### config.mk
export PLATFORM = sky130hd
export DESIGN_NAME = dual_alarm_irq
export DESIGN_NICKNAME = d
export VERILOG_FILES = /design/src/rtl/dual_alarm_pkg.sv /design/src/rtl/alarm_slot.sv /design/src/rtl/alarm_irq_route.sv /design/src/rtl/dual_alarm_irq.sv
export SDC_FILE = /design/constraint.sdc
export NUM_CORES = 1
export LEC_CHECK = 0
export BUFFER_PORTS_ARGS = -buffer_cell sky130_fd_sc_hd__buf_2
export CORE_MARGIN = 2
export CORE_UTILIZATION = 41
export CTS_CLUSTER_SIZE = 24
export DETAILED_ROUTE_END_ITERATION = 8
export GPL_TIMING_DRIVEN = 0
export PLACE_DENSITY = 0.69
export SETUP_SLACK_MARGIN = 0.15
export SLEW_MARGIN = 10
export SYNTH_ARGS = -nofsm -noshare
export SYNTH_HDL_FRONTEND = slang
export SYNTH_SLANG_ARGS = --single-unit
### constraint.sdc
create_clock -name clk -period 1.72 [get_ports clk]
set_input_delay 0.344 -clock clk [delete_from_list [all_inputs] [get_ports clk]]
set_output_delay 0.344 -clock clk [all_outputs]
set_load 0.01 [all_outputs]
### src/rtl/dual_alarm_pkg.sv
package dual_alarm_pkg;
  localparam int FIELD_W    = 8;
  localparam int N_FIELDS   = 4;   // seconds, minutes, hours, weekday
  localparam int N_ALARMS   = 2;
  localparam int IGNORE_BIT = 7;   // field bit that makes the field a don't-care
  localparam int ROUTE_BIT  = 2;   // control bit steering alarm 1

  typedef logic [FIELD_W-1:0] field_t;
  typedef logic [N_FIELDS-1:0][FIELD_W-1:0] tstamp_t;
endpackage

### src/rtl/alarm_slot.sv
module alarm_slot
  import dual_alarm_pkg::*;
#(
  parameter int ADDR_W = 8,
  parameter int BASE   = 7
) (
  input  logic              clk,
  input  logic              rst,
  input  logic              wr_i,
  input  logic [ADDR_W-1:0] addr_i,
  input  field_t            wdata_i,
  input  tstamp_t           now_i,
  output logic              sel_o,
  output logic              hit_o,
  output field_t            rdata_o
);
  localparam int LAST = BASE + N_FIELDS - 1;

  field_t              fld_q [N_FIELDS];
  logic [N_FIELDS-1:0] fld_hit;

  assign sel_o = (addr_i >= ADDR_W'(BASE)) && (addr_i <= ADDR_W'(LAST));

  always_ff @(posedge clk) begin
    if (rst) begin
      for (int f = 0; f < N_FIELDS; f++) fld_q[f] <= '0;
    end else if (wr_i) begin
      for (int f = 0; f < N_FIELDS; f++)
        if (addr_i == ADDR_W'(BASE + f)) fld_q[f] <= wdata_i;
    end
  end

  genvar g;
  generate
    for (g = 0; g < N_FIELDS; g++) begin : g_cmp
      assign fld_hit[g] = fld_q[g][IGNORE_BIT] || (fld_q[g] == now_i[g]);
    end
  endgenerate

  assign hit_o = &fld_hit;

  always_comb begin
    rdata_o = '0;
    for (int f = 0; f < N_FIELDS; f++)
      if (addr_i == ADDR_W'(BASE + f)) rdata_o = fld_q[f];
  end


  all_ignored_hits_chk: assert property (@(posedge clk) disable iff (rst)
    (fld_q[0][IGNORE_BIT] && fld_q[1][IGNORE_BIT] &&
     fld_q[2][IGNORE_BIT] && fld_q[3][IGNORE_BIT]) |-> hit_o);
endmodule

### src/rtl/alarm_irq_route.sv
module alarm_irq_route
  import dual_alarm_pkg::*;
(
  input  logic                clk,
  input  logic                rst,
  input  logic                tick_i,
  input  logic [N_ALARMS-1:0] hit_i,
  input  logic [N_ALARMS-1:0] clr_i,
  input  logic [N_ALARMS-1:0] en_i,
  input  logic                route_i,
  output logic [N_ALARMS-1:0] flag_o,
  output logic                irq0_n_o,
  output logic                irq1_n_o
);
  logic [N_ALARMS-1:0] flag_q;
  logic [N_ALARMS-1:0] set;

  assign set = {N_ALARMS{tick_i}} & hit_i;

  genvar g;
  generate
    for (g = 0; g < N_ALARMS; g++) begin : g_flag
      always_ff @(posedge clk) begin
        if (rst)            flag_q[g] <= 1'b0;
        else if (set[g])    flag_q[g] <= 1'b1;   // a new match outranks a clear
        else if (clr_i[g])  flag_q[g] <= 1'b0;
      end


      flag_hold_chk: assert property (@(posedge clk) disable iff (rst)
        (flag_q[g] && !clr_i[g]) |=> flag_q[g]);

      set_wins_chk: assert property (@(posedge clk) disable iff (rst)
        (tick_i && hit_i[g]) |=> flag_q[g]);

      clear_takes_chk: assert property (@(posedge clk) disable iff (rst)
        (clr_i[g] && !tick_i) |=> !flag_q[g]);
    end
  endgenerate

  always_ff @(posedge clk) begin
    if (rst) begin
      irq0_n_o <= 1'b1;
      irq1_n_o <= 1'b1;
    end else begin
      irq0_n_o <= !((flag_q[0] && en_i[0]) || (!route_i && flag_q[1] && en_i[1]));
      irq1_n_o <= !(route_i && flag_q[1] && en_i[1]);
    end
  end

  assign flag_o = flag_q;


  pin1_idle_chk: assert property (@(posedge clk) disable iff (rst)
    !route_i |=> irq1_n_o);

  pins_off_chk: assert property (@(posedge clk) disable iff (rst)
    (en_i == '0) |=> (irq0_n_o && irq1_n_o));
endmodule

### src/rtl/dual_alarm_irq.sv
module dual_alarm_irq
  import dual_alarm_pkg::*;
#(
  parameter int ADDR_W    = 8,
  parameter int ALM0_BASE = 7,
  parameter int ALM1_BASE = 11,
  parameter int CTRL_ADDR = 15,
  parameter int STAT_ADDR = 16
) (
  input  logic              clk,
  input  logic              rst,
  input  logic              tick_i,
  input  logic [7:0]        now_sec_i,
  input  logic [7:0]        now_min_i,
  input  logic [7:0]        now_hour_i,
  input  logic [7:0]        now_wday_i,
  input  logic              bus_wr_i,
  input  logic              bus_rd_i,
  input  logic [ADDR_W-1:0] bus_addr_i,
  input  logic [7:0]        bus_wdata_i,
  output logic [7:0]        bus_rdata_o,
  output logic              irq0_n_o,
  output logic              irq1_n_o
);
  localparam int CTRL_W = ROUTE_BIT + 1;

  tstamp_t             now;
  logic [N_ALARMS-1:0] sel, hit, clr, flag;
  field_t              slot_rd [N_ALARMS];
  logic [CTRL_W-1:0]   ctrl_q;
  logic                stat_wr;

  assign now = {now_wday_i, now_hour_i, now_min_i, now_sec_i};

  genvar g;
  generate
    for (g = 0; g < N_ALARMS; g++) begin : g_slot
      alarm_slot #(
        .ADDR_W (ADDR_W),
        .BASE   ((g == 0) ? ALM0_BASE : ALM1_BASE)
      ) u_slot (
        .clk     (clk),
        .rst     (rst),
        .wr_i    (bus_wr_i),
        .addr_i  (bus_addr_i),
        .wdata_i (bus_wdata_i),
        .now_i   (now),
        .sel_o   (sel[g]),
        .hit_o   (hit[g]),
        .rdata_o (slot_rd[g])
      );
      assign clr[g] = (bus_rd_i && sel[g]) || (stat_wr && !bus_wdata_i[g]);
    end
  endgenerate

  assign stat_wr = bus_wr_i && (bus_addr_i == ADDR_W'(STAT_ADDR));

  always_ff @(posedge clk) begin
    if (rst) ctrl_q <= '0;
    else if (bus_wr_i && bus_addr_i == ADDR_W'(CTRL_ADDR))
      ctrl_q <= bus_wdata_i[CTRL_W-1:0];
  end

  alarm_irq_route u_route (
    .clk      (clk),
    .rst      (rst),
    .tick_i   (tick_i),
    .hit_i    (hit),
    .clr_i    (clr),
    .en_i     (ctrl_q[N_ALARMS-1:0]),
    .route_i  (ctrl_q[ROUTE_BIT]),
    .flag_o   (flag),
    .irq0_n_o (irq0_n_o),
    .irq1_n_o (irq1_n_o)
  );

  always_ff @(posedge clk) begin
    if (rst) begin
      bus_rdata_o <= '0;
    end else if (bus_rd_i) begin
      if (sel[0])                                 bus_rdata_o <= slot_rd[0];
      else if (sel[1])                            bus_rdata_o <= slot_rd[1];
      else if (bus_addr_i == ADDR_W'(CTRL_ADDR))  bus_rdata_o <= 8'(ctrl_q);
      else if (bus_addr_i == ADDR_W'(STAT_ADDR))  bus_rdata_o <= 8'(flag);
      else                                        bus_rdata_o <= '0;
    end
  end


  stat_keep_chk: assert property (@(posedge clk) disable iff (rst)
    (stat_wr && bus_wdata_i[0] && flag[0] && !(bus_rd_i && sel[0])) |=> flag[0]);
endmodule

==> impl_results.md, run 1 <==
- Status: finished with violations
- Failing checks: setup timing
- TritonRoute pass-1 iters: 5
- Register area share after synthesis: 0.4796
- Port bufs: 60
- Initial core utilization: 0.4237
- Final HPWL DP: ~11000 µm
- P_int: 0.003692 W
- CTS sink cnt: around 80
- Htree depth: 3
- WL final: approximately 15000 µm
- DR WL/cell: between 20 and 25 µm
- Bufs on Longest Clock Path: 2
- Placer congestion estimate: between 0.9 and 1
- Yosys top cell area share: 0.4148
- Clk slew on worst S/H paths: about 60 ps
- Clock network fraction of design power: 0.421
- Syn_area_per_cell: roughly 11 µm²
- Area grow syn2layout: 35.65%
- Final antenna-violating net count: 0
- Worst r2r dst: u_route.flag_o[1]$_SDFFE_PP0P_
- Die footprint: 0.01217 mm²
- Mapped Cells: ~440
- Combinational Power Share: 0.129
- Final cycle utilization of the critical path: 1.060
- CTS buffer count: 9
- Worst Skew: 6.554 ps
- Post-synth EDFFs: 64
- Syn nets: roughly 500
- RSZ-0062 raised after global routing: true
- Global route overflow: 0
- Minimum clock period: 1824 ps
- CTS Root Cell: clkbuf_16
- Distinct cells, synth: 55
- Synth cell count leaders: 64 x and2_1, 64 x edfxtp_1, 56 x xor2_1, 21 x nand2_1, 20 x nor2_1
- Die width: approximately 110 µm
- Vias per inst: approximately 6
- Hold Crit Depth: 2
- Seq cells post-synth: 79
- Synth Flop Type: edfxtp_1
- Final worst slack: -103.7 ps
- Vias: 4062
- Max VDD drop: roughly 0.00080 V
- DRC: 0
- Setup TNS: -641.7 ps
- Multi-input logic area: roughly 0.0027 mm²
- Fmax: between 500 and 600 MHz
- Max-cap violations: 0
- Fin nets: approximately 600
- Core box area: roughly 0.011 mm²
- Switching share of power: 0.2575
- Power Density: slightly below 800 mW/mm²
- Yosys Warn Count: 0
- Register share of total power: 0.450
- Worst skew pair latency: approximately 350 ps
- Layout cells sized above 1: 0.3838
- Storage element area: ~0.0022 mm²
- CTS tree: built
- Worst R2R Path Depth: 5
- First-pass GRT wire length: 22900 µm
- Top cells by area, synth: edfxtp_1 41%, xor2_1 11%, and2_1 8.6%
- Fillcell total: slightly above 900
- Hold Path End: u_route.irq0_n_o$_SDFF_PP1_
- Initial antenna violation count: 0
- Total track usage: 0.2655
- Ant diodes: 0
- Netlist Area Pre-Place: roughly 0.0046 mm²
- Startpoint types: flip-flop
- Critical Path AT: around 2100 ps
- NetSw: 0.001280 W
- Number of global-route vias before repair: between 4000 and 5000
- Final core utilization: 0.5747
- Max-slew headroom at the worst pin: 0.5009
- Critical Path End Type: flip-flop
- Cell leakage power: ~2.4 nW
- Iter 0 DRT Violations: roughly 450
- Largest net degree at the start of global routing: 15
- Final setup viols: 22
- I/O pin total: 63
- Endpoints failing hold: 0
- Hold path start: rst
- Post-synth top area cell: edfxtp_1
- Worst Max-Slew Pin Slew: around 750 ps
- Post-synthesis async set-or-reset flop share: 0
- Row count: 38
- Crit Path Category: flip-flop to flip-flop
- DIE HEIGHT: between 100 and 150 µm
- Crit path required time: roughly 2000 ps
- Slew Limit Fails: 0
- Reg2reg start: g_slot[1].u_slot.fld_q[1][3]$_SDFFCE_PN0P_
- Hold Crit Class: input pin to flip-flop
- R2r setup slk: -100 ps
- Crit path max fanout: 2
critical path: stages (launching register included):
cell	delay, ps
edfxtp_1	430
xor2_1	180
nor4_1	300
a21oi_1	160
or4_4	550
a21oi_2	120
area by class of cell:
| cell class | instances | area share |
|---|---|---|
| Sequential cell | 79 | 0.3536 |
| Multi-Input combinational cell | 320 | 0.4229 |
| Clock inverter | 6 | 0.01453 |
| Timing Repair Buffer | 101 | 0.1129 |
| Buffer | 21 | 0.02110 |
| Clock buffer | 10 | 0.03643 |
| Inverter | 18 | 0.01075 |
| Tap cell | 140 | 0.02787 |
cells in the final DEF (no fill, tap or decap), types with 4 or more instances in the layout:
cell       count
a21oi_2        4
buf_2         61
nand2_1       17
o22ai_1        5
buf_4         25
a31o_4         6
and2_4        14
nor4_2         8
nand2b_1       7
nor3_4         4
edfxtp_1      64
clkbuf_2       8
nand3_1        5
clkbuf_1       8
nor4_1         7
clkbuf_16      9
inv_1         17
a21oi_1       14
buf_6         16
o21ai_0       15
nor4_4         4
o2111ai_4      4
nor2_1        18
and2_1        50
dfxtp_1       15
xor2_1        56
o211ai_1       8
registers in the layout, indices dropped and copies added, names as in the netlist:
| signal | flops |
|---|---|
| g_slot.u_slot.fld_q | 64 |
| bus_rdata_o | 8 |
| ctrl_q | 3 |
| u_route.flag_o | 2 |
| u_route.irq0_n_o | 1 |
| u_route.irq1_n_o | 1 |
through the flow:
step	setup WS (ps)	cell area, µm²	hold slack, ps	cells	total power (W)
final	-103.7	6285	300.2	695	0.004972
after global routing	-126.8	6285	313.7	695	0.005113
after CTS	-72.76	6145	290.2	687	0.004947
after detailed placement	-618.3	5190	433.5	638	0.002791
after global placement	-614.4	5190	422.7	638	0.002779
after floorplan	-127.2	4715	407.5	438	0.002539
routing by layer:
metal,up-vias,global-route usage,share of wire
met2,205,0.4233,0.46
met3,31,0.05879,0.092
li1,1838,-,-
met1,1988,0.3599,0.42
met5,-,0,0
met4,0,0.08571,0.026
power by group through the flow:
stage                     clock network (W)  logic, W  registers [W]
after floorplan                           0  0.000296        0.00224
after global placement                    0  0.000507        0.00227
after detailed placement                  0  0.000516        0.00228
after CTS                           0.00211  0.000601        0.00223
after global routing                0.00219  0.000687        0.00224
final                               0.00210  0.000641        0.00224
how the worst max path moves through the flow:
stage / start / to / slack [ps] / cells past startpoint
2_1_floorplan: bus_addr_i[7] / bus_rdata_o[3]$_SDFFE_PP0P_ / -130 / 7
3_3_place_gp: bus_addr_i[7] / bus_rdata_o[4]$_SDFFE_PP0P_ / -610 / 6
3_5_place_dp: bus_addr_i[7] / bus_rdata_o[4]$_SDFFE_PP0P_ / -620 / 6
4_1_cts: g_slot[1].u_slot.fld_q[0][4]$_SDFFCE_PN0P_ / u_route.flag_o[1]$_SDFFE_PP0P_ / -70 / 5
5_1_grt: bus_addr_i[3] / bus_rdata_o[7]$_SDFFE_PP0P_ / -130 / 7
6_report: g_slot[1].u_slot.fld_q[1][3]$_SDFFCE_PN0P_ / u_route.flag_o[1]$_SDFFE_PP0P_ / -100 / 5
timing repair:
item / in CTS / in global routing
setup buffers: 31 / 8
pin swaps: 49 / 23
gates resized for setup: 76 / 23
gates cloned: 2 / 0
hold buffers: 0 / 0
endpoints found under the setup margin: 133 / 133
cell families (layout without fill, tap and decap cells):
kind of cell	count (synthesis)	count (layout)	share of synthesized area
muxes	1	1	0.002160
and+or+nand+nor	167	167	0.2228
AOI/OAI and AO/OA	95	95	0.1507
xor gates and xnor gates	57	57	0.1078
buffers and inverters	39	156	0.03699
DFF	79	79	0.4796
Power figures use the tool's default switching activity.
==> run 2, diff against run 1 <==
--- a/config.mk
+++ b/config.mk
@@ -11,9 +11,10 @@
 export CTS_CLUSTER_SIZE = 24
 export DETAILED_ROUTE_END_ITERATION = 8
 export GPL_TIMING_DRIVEN = 0
-export PLACE_DENSITY = 0.69
+export PLACE_DENSITY = 0.72
 export SETUP_SLACK_MARGIN = 0.15
 export SLEW_MARGIN = 10
 export SYNTH_ARGS = -nofsm -noshare
 export SYNTH_HDL_FRONTEND = slang
+export SYNTH_HIERARCHICAL = 1
 export SYNTH_SLANG_ARGS = --single-unit
==> run 2 against run 1 <==
The run now ends clean. Wire length down 7.4%. Clock skew increased by 5.8 ps. Total power decreased by 13%. Maximum frequency up 7.9%. Combinational power is 1% lower. Sequential power is essentially flat. First-iteration DRC count increased by 7.6%. Non-clock buffer count is 24 lower. Final area shrank 6.0%. Setup slack gained 130 ps. Clock-buffer cell count shrank 1. Global-route usage shrank 3.0 points. Largest power group unchanged.
==> impl_results.md, run 2 <==
- Die footprint: 0.01208 mm² (was 0.01217 mm²)
- Final Instance Area: 0.005911 mm² (was 0.006285 mm²)
- Largest net degree at the start of global routing: 19 (was 15)
- Final antenna-violating net count: 0 (unchanged)
- DRC: 0 (unchanged)
- Most flop-heavy register: g_slot.u_slot/fld_q (was g_slot.u_slot.fld_q)
- Initial core utilization: 0.4223 (was 0.4237)
- CTS Root Cell: clkbuf_8 (was clkbuf_16)
- Largest registers: g_slot.u_slot/fld_q: 64 flops, bus_rdata_o: 8 flops, ctrl_q: 3 flops (was g_slot.u_slot.fld_q: 64 flops, bus_rdata_o: 8 flops, ctrl_q: 3 flops)
- Vias per inst: 5.733 (was 5.845)
- Area grow syn2layout: 28.54% (was 35.65%)
- Iter 0 DRT Violations: 479 (was 445)
- Vias: 3847 (was 4062)
- CTS tree: built (unchanged)
- Syn_area_per_cell: 10.72 µm² (was 10.58 µm²)
- Layout cells sized above 1: 0.3597 (was 0.3838)
- Hold Slack: 207.2 ps (was 300.2 ps)
- Clock network fraction of design power: 0.340 (was 0.421)
- Critical Path End Type: flip-flop (unchanged)
- Initial antenna violation count: 0 (unchanged)
- Global route overflow: 0 (unchanged)
- WL final: 14080 µm (was 15210 µm)
- Total track usage: 0.2354 (was 0.2655)
- Final HPWL DP: 10020 µm (was 11000 µm)
- Combinational Power Share: 0.147 (was 0.129)
- Seq cells post-synth: 79 (unchanged)
- Slew Limit Fails: 0 (unchanged)
- Fin nets: 579 (was 603)
- First-pass GRT wire length: 20070 µm (was 22900 µm)
- Distinct cells, synth: 51 (was 55)
- Final worst slack: 30.08 ps (was -103.7 ps)
- Register area share after synthesis: 0.4833 (was 0.4796)
- NetSw: 0.001237 W (was 0.001280 W)
- Status: finished, final reports clean (was finished with violations)
- DR WL/cell: 20.98 µm (was 21.88 µm)
- Placed inst area: 0.005170 mm² (was 0.005190 mm²)
- Worst skew pair latency: 380 ps (was 350 ps)
- DIE HEIGHT: 109.9 µm (was 110.3 µm)
- Power Density: 732.1 mW/mm² (was 791.1 mW/mm²)
- Worst Max-Slew Pin Slew: 460.4 ps (was 748.7 ps)
- Synth Flop Type: edfxtp_1 (unchanged)
- CTS buffer count: 9 (unchanged)
- Minimum clock period: 1690 ps (was 1824 ps)
- P_int: 0.003091 W (was 0.003692 W)
- Yosys Warn Count: 6 (was 0)
- CTS Hold Buffers Added: 0 (unchanged)
- Core box area: 0.01089 mm² (was 0.01094 mm²)
- Syn nets: 482 (was 491)
- Die width: 109.9 µm (was 110.3 µm)
- Synth cell count leaders: 64 x edfxtp_1, 57 x and2_1, 56 x xor2_1, 28 x nor2_1 (was 64 x and2_1, 64 x edfxtp_1, 56 x xor2_1, 21 x nand2_1, 20 x nor2_1)
- RSZ-0062 raised after global routing: true (unchanged)
- Netlist Area Pre-Place: 0.004598 mm² (was 0.004633 mm²)
- I/O pin total: 63 (unchanged)
- Htree depth: 3 (unchanged)
- Crit path max fanout: 2 (unchanged)
- Hold Crit Class: input pin to flip-flop (unchanged)
- Number of global-route vias before repair: 3668 (was 4011)
- Register share of total power: 0.514 (was 0.450)
- TritonRoute pass-1 iters: 5 (unchanged)
- Post-synth EDFFs: 64 (unchanged)
- Post-synthesis async set-or-reset flop share: 0 (unchanged)
- Fmax: 591.7 MHz (was 548.3 MHz)
- Ant diodes: 0 (unchanged)
- Max reg flops: 64 (unchanged)
- Crit path required time: 2040 ps (was 2000 ps)
- Max VDD drop: 0.0003785 V (was 0.0008041 V)
- Setup WS pre-CTS: -540.3 ps (was -618.3 ps)
- Startpoint types: flip-flop (unchanged)
- Final cycle utilization of the critical path: 0.9825 (was 1.060)
- Bufs on Longest Clock Path: 2 (unchanged)
- Count leader, synth: edfxtp_1
- Max-slew headroom at the worst pin: 0.6931 (was 0.5009)
- Endpoints failing hold: 0 (unchanged)
- Mapped Cells: 429 (was 438)
- Final setup viols: 0 (was 22)
- Max-cap violations: 0 (unchanged)
- Placer congestion estimate: 0.9577 (was 0.9790)
- Yosys top cell area share: 0.4180 (was 0.4148)
- Commonest non-fill, non-tap cell in the layout: edfxtp_1 (unchanged)
- Clk slew on worst S/H paths: 90 ps (was 60 ps)
- Row count: 38 (unchanged)
- Top cells by area, synth: edfxtp_1 42%, xor2_1 11%, and2_1 7.8% (was edfxtp_1 41%, xor2_1 11%, and2_1 8.6%)
- Worst Skew: 12.34 ps (was 6.554 ps)
- Crit Path Category: flip-flop to flip-flop (unchanged)
- Port bufs: 62 (was 60)
- Switching share of power: 0.2857 (was 0.2575)
- Post-synth top area cell: edfxtp_1 (unchanged)
- CTS sink cnt: 79 (unchanged)
- Critical Path AT: 2010 ps (was 2100 ps)
- Cell leakage power: 2.161 nW (was 2.399 nW)
- Most frequent cells in the layout: 64 x edfxtp_1, 57 x buf_2, 57 x and2_1 (was 64 x edfxtp_1, 61 x buf_2, 56 x xor2_1)
==> run 2: layer usage <==
layer	global-route usage	vias up	wire length (µm)
met2	0.3799	177	6892
li1	-	1775	-
met1	0.2939	1848	5369
met4	0.1510	0	670
met5	0	-	0
met3	0.03379	47	1144
==> run 2: final timing paths <==
kind | from | endpoint | slack [ps] | depth (start not counted)
min reg2reg | ctrl_q[1]$_SDFFE_PP0P_ | u_route/irq1_n_o$_SDFF_PP1_ | 460 | 1
max | g_slot[0].u_slot/fld_q[2][0]$_SDFFCE_PN0P_ | u_route/flag_o[0]$_SDFFE_PP0P_ | 30 | 6
max reg2reg | g_slot[0].u_slot/fld_q[2][0]$_SDFFCE_PN0P_ | u_route/flag_o[0]$_SDFFE_PP0P_ | 30 | 6
min | tick_i | u_route/flag_o[1]$_SDFFE_PP0P_ | 210 | 3
==> run 2: area by class of cell <==
class                           instances  area, µm²
Clock inverter                          7      80.08
Clock buffer                            9      123.9
Tap cell                              140      175.2
Sequential cell                        79       2222
Multi-Input combinational cell        334       2633
Buffer                                 12      100.1
Inverter                                4      15.01
Fill cell                             928       4977
Timing Repair Buffer                   86      561.8
==> run 2: through the flow <==
step           power, W  utilization  instances  TNS [ps]
5_1_grt        0.004452       0.5429        671    -169.7
4_1_cts        0.004236       0.5101        656         0
3_5_place_dp   0.002759       0.4748        631    -31860
6_report       0.004327       0.5429        671         0
2_1_floorplan  0.002496            -        429    -136.5
3_3_place_gp   0.002745       0.4748        631    -27500
==> run 2: kinds of logic (layout without fill, tap and decap cells) <==
family                 count (synthesis)  count (layout)  share of synthesized area
AND/OR/NAND/NOR                      182             182                     0.2550
XOR/XNOR                              57              57                     0.1086
buffers and inverters                 16             118                    0.01578
AO/OA/AOI/OAI                         91              91                     0.1284
multiplexers                           4               4                   0.008980
flip-flops                            79              79                     0.4833
==> run 2: repair_timing <==
| item | 4_1_cts | 5_1_grt |
|---|---|---|
| pin swaps | 26 | 31 |
| setup buffers | 9 | 14 |
| hold endpoints to repair | 0 | 0 |
| resized for setup | 35 | 63 |
| cloned | 0 | 1 |
| setup endpoints to repair | 67 | 34 |
==> run 2: critical path: stages (launching register included) <==
cell,delay (ps)
edfxtp_1,420
xor2_1,190
nor4_2,370
a21oi_2,110
nor4_2,310
nand2_1,90
a21oi_1,140
==> run 2: power groups by stage <==
stage          registers [W]  logic (W)  clock network, W
2_1_floorplan        0.00224   0.000259                 0
3_3_place_gp         0.00226   0.000481                 0
3_5_place_dp         0.00227   0.000493                 0
4_1_cts              0.00222   0.000535           0.00148
5_1_grt              0.00223   0.000673           0.00155
6_report             0.00222   0.000634           0.00147
==> run 3, diff against run 2 <==
--- a/config.mk
+++ b/config.mk
@@ -5,6 +5,7 @@
 export SDC_FILE = /design/constraint.sdc
 export NUM_CORES = 1
 export LEC_CHECK = 0
+export ABC_AREA = 1
 export BUFFER_PORTS_ARGS = -buffer_cell sky130_fd_sc_hd__buf_2
 export CORE_MARGIN = 2
 export CORE_UTILIZATION = 41
==> run 3 against run 2 <==
Utilization fell by 4.5 points. Register-to-register slack improved by 220 ps. Clock-buffer cell count up 2. Flip-flop and latch count unchanged. Via count grew 20%. Final area increased by 1.2%. Critical endpoint is now bus_rdata_o[0]$_SDFFE_PP0P_. Non-clock buffer count is 29 lower.
==> impl_results.md, run 3 <==
- Status: finished, final reports clean (unchanged)
- Initial antenna violation count: 0 (unchanged)
- Minimum clock period: 1548 ps (was 1690 ps)
- Core box area: 0.01201 mm² (was 0.01089 mm²)
- Cell leakage power: 2.744 nW (was 2.161 nW)
- Global route overflow: 0 (unchanged)
- Final setup viols: 0 (unchanged)
- Post-synth top area cell: edfxtp_1 (unchanged)
- I/O pin total: 63 (unchanged)
- Placed Cells: 880 (was 631)
- Slowest stage delay, CP: 230 ps (was 420 ps)
- CTS sink cnt: 79 (unchanged)
- Distinct cells, synth: 33 (was 51)
- CP max stage cell: nand3_4 (was edfxtp_1)
- Crit path max fanout: 10 (was 2)
- Mapped Cells: 671 (was 429)
- Worst R2R Path Depth: 9 (was 6)
- DR WL/cell: 15.89 µm (was 20.98 µm)
- CTS tree: built (unchanged)
- WL final: 14350 µm (was 14080 µm)
- Register area share after synthesis: 0.4408 (was 0.4833)
- Largest registers: g_slot.u_slot/fld_q: 64 flops, bus_rdata_o: 8 flops, ctrl_q: 3 flops (unchanged)
- Die footprint: 0.01320 mm² (was 0.01208 mm²)
- Vias: 4610 (was 3847)
- Final Instance Area: 0.005984 mm² (was 0.005911 mm²)
- Count leader, synth: nand2_1 (was edfxtp_1)
- CTS Root Cell: clkbuf_16 (was clkbuf_8)
- Worst Max-Slew Pin Slew: 554.3 ps (was 460.4 ps)
- CTS buffer count: 9 (unchanged)
- Critical Path AT: 1770 ps (was 2010 ps)
- Synth Flop Type: edfxtp_1 (unchanged)
- Most frequent cells in the layout: 218 x nand2_1, 108 x inv_1, 87 x nor2_1 (was 64 x edfxtp_1, 57 x buf_2, 57 x and2_1)
- Top cells by area, synth: edfxtp_1 38%, nand2_1 16%, inv_1 8.3% (was edfxtp_1 42%, xor2_1 11%, and2_1 7.8%)
- Hold Slack: 259.8 ps (was 207.2 ps)
- Final cycle utilization of the critical path: 0.9000 (was 0.9825)
- Hold Crit Class: input pin to flip-flop (unchanged)
- Switching share of power: 0.2615 (was 0.2857)
- Initial core utilization: 0.4197 (was 0.4223)
- Hold Path End: u_route/flag_o[1]$_SDFFE_PP0P_ (unchanged)
- Post-synth EDFFs: 64 (unchanged)
- Die width: 114.9 µm (was 109.9 µm)
- Total track usage: 0.2211 (was 0.2354)
- Power Density: 749.7 mW/mm² (was 732.1 mW/mm²)
- Endpoints failing hold: 0 (unchanged)
- Number of global-route vias before repair: 4185 (was 3668)
- Clock network fraction of design power: 0.382 (was 0.340)
- Fin cells: 903 (was 671)
- Seq cells post-synth: 79 (unchanged)
- Most flop-heavy register: g_slot.u_slot/fld_q (unchanged)
- Combinational Power Share: 0.120 (was 0.147)
- Layout cells sized above 1: 0.2090 (was 0.3597)
- Worst skew pair latency: 340 ps (was 380 ps)
- Crit path required time: 1950 ps (was 2040 ps)
- Yosys Warn Count: 6 (unchanged)
- Post-synthesis async set-or-reset flop share: 0 (unchanged)
- Placed inst area: 0.005550 mm² (was 0.005170 mm²)
- Max VDD drop: 0.0003689 V (was 0.0003785 V)
- Final HPWL DP: 11180 µm (was 10020 µm)
- Final antenna-violating net count: 0 (unchanged)
- Hold Crit Depth: 3 (unchanged)
- TritonRoute pass-1 iters: 5 (unchanged)
- Hold path start: tick_i (unchanged)
- Critical Path End Type: flip-flop (unchanged)
- Htree depth: 3 (unchanged)
- Iter 0 DRT Violations: 380 (was 479)
- Vias per inst: 5.105 (was 5.733)
- P_int: 0.003313 W (was 0.003091 W)
- RSZ-0062 raised after global routing: true (unchanged)
- Placer congestion estimate: 0.9118 (was 0.9577)
- Port bufs: 62 (unchanged)
- Max-cap violations: 0 (unchanged)
- NetSw: 0.001173 W (was 0.001237 W)
- Worst r2r dst: u_route/flag_o[1]$_SDFFE_PP0P_ (was u_route/flag_o[0]$_SDFFE_PP0P_)
- Syn nets: 724 (was 482)
- Clk slew on worst S/H paths: 60 ps (was 90 ps)
- Ant diodes: 0 (unchanged)
- Reg2reg start: g_slot[1].u_slot/fld_q[0][7]$_SDFFCE_PN0P_ (was g_slot[0].u_slot/fld_q[2][0]$_SDFFCE_PN0P_)
- Tot Pwr: 0.004487 W (was 0.004327 W)
- Syn_area_per_cell: 7.513 µm² (was 10.72 µm²)
- Row count: 40 (was 38)
- Synth cell count leaders: 220 x nand2_1, 112 x inv_1, 92 x nor2_1, 64 x edfxtp_1, 36 x nand3_1 (was 64 x edfxtp_1, 57 x and2_1, 56 x xor2_1, 28 x nor2_1)
- Slew Limit Fails: 0 (unchanged)
- Startpoint types: input pin (was flip-flop)
- Fin nets: 804 (was 579)
- First-pass GRT wire length: 21640 µm (was 20070 µm)
- Yosys top cell area share: 0.3812 (was 0.4180)
- DRC: 0 (unchanged)
- Most common cell on crit path: nand2_1 (was nor4_2)
- Netlist Area Pre-Place: 0.005041 mm² (was 0.004598 mm²)
- Crit Path Category: input pin to flip-flop (was flip-flop to flip-flop)
- Max reg flops: 64 (unchanged)
- Bufs on Longest Clock Path: 2 (unchanged)
- Area grow syn2layout: 18.71% (was 28.54%)
- Worst Skew: 7.365 ps (was 12.34 ps)
- Max-slew headroom at the worst pin: 0.6304 (was 0.6931)
- Register share of total power: 0.498 (was 0.514)
- Fmax: 646.0 MHz (was 591.7 MHz)
- Critical-path cell list: buf_6 -> nor2_2 -> nand3_4 -> inv_6 -> o21ai_0 -> a21oi_2 -> inv_1 -> nand2_1 -> inv_1 -> nand2_1 -> nand2_1 -> nand2_1 -> a21oi_2 (was xor2_1 -> nor4_2 -> a21oi_2 -> nor4_2 -> nand2_1 -> a21oi_1)
- DIE HEIGHT: 114.9 µm (was 109.9 µm)
- Largest net degree at the start of global routing: 18 (was 19)
- Commonest non-fill, non-tap cell in the layout: nand2_1 (was edfxtp_1)
- R2r setup slk: 250 ps (was 30 ps)
[run 3: changes by cell type in the layout (fill, tap and decap cells not counted), moves of 18 or more]
| cell | delta |
|---|---|
| xnor2_1 | +31 |
| nand2_1 | +199 |
| and2_1 | -57 |
| buf_4 | -18 |
| nand3_1 | +33 |
| inv_1 | +106 |
| xor2_1 | -56 |
| nor2_1 | +59 |
[run 3: repair_timing]
action,CTS,global route
setup endpoints to repair,9,29
pin swaps,2,15
hold buffers,0,0
buffers inserted,2,4
gates resized for setup,1,32
gates cloned,0,1
[run 3: layout make-up]
cell class                      instances  area (µm²)
Fill cell                            1172        6027
Sequential cell                        79        2222
Tap cell                              147       183.9
Buffer                                  1       5.005
Multi-Input combinational cell        469        2449
Inverter                              123       475.5
Clock buffer                           11       232.7
Timing Repair Buffer                   68       381.6
Clock inverter                          5       35.03
[run 3: critical path: cells and delay by family]
kind                   cells  cell delay, ps
and+or+nand+nor            6             620
buffers and inverters      4             430
AOI/OAI and AO/OA          3             380
[run 3: power by group through the flow]
stage               combinational [W]  clock, W  sequential (W)
floorplan                    0.000310         0         0.00223
global placement             0.000498         0         0.00227
detailed placement           0.000504         0         0.00227
CTS                          0.000507   0.00174         0.00223
global route                 0.000597   0.00182         0.00224
finish                       0.000537   0.00171         0.00224
[run 3: cell families (layout without fill, tap and decap cells)]
| family | count (synthesis) | count (layout) | synth area share |
|---|---|---|---|
| compound gates | 27 | 27 | 0.03152 |
| xor+xnor | 31 | 31 | 0.05386 |
| buf+inv | 124 | 208 | 0.09481 |
| flops | 79 | 79 | 0.4408 |
| simple gates | 410 | 411 | 0.3790 |
[run 3: worst max path at each step]
stage	from	end	slack, ps	depth (start not counted)
6_report	bus_addr_i[5]	bus_rdata_o[0]$_SDFFE_PP0P_	170	13
3_3_place_gp	bus_addr_i[5]	bus_rdata_o[2]$_SDFFE_PP0P_	-270	9
5_1_grt	bus_addr_i[5]	bus_rdata_o[4]$_SDFFE_PP0P_	40	10
4_1_cts	g_slot[0].u_slot/fld_q[1][1]$_SDFFCE_PN0P_	u_route/flag_o[0]$_SDFFE_PP0P_	180	9
3_5_place_dp	bus_addr_i[5]	bus_rdata_o[2]$_SDFFE_PP0P_	-290	9
2_1_floorplan	bus_addr_i[5]	bus_rdata_o[2]$_SDFFE_PP0P_	140	8
[run 3: per-stage QoR]
| stage | TNS (ps) | util | worst slack, ps |
|---|---|---|---|
| after CTS | 0 | 0.4858 | 175.5 |
| after global placement | -8461 | 0.4621 | -270.1 |
| after floorplan | 0 | - | 139.9 |
| after detailed placement | -9483 | 0.4621 | -290.8 |
| after global routing | 0 | 0.4982 | 35.94 |
| final | 0 | 0.4982 | 172.0 |
[run 3: routing by layer]
layer,vias up,global-route usage,share of wire
li1,2267,-,-
met1,2118,0.2982,0.45
met2,194,0.3467,0.45
met3,31,0.03585,0.064
met4,0,0.1092,0.036
met5,-,0,0
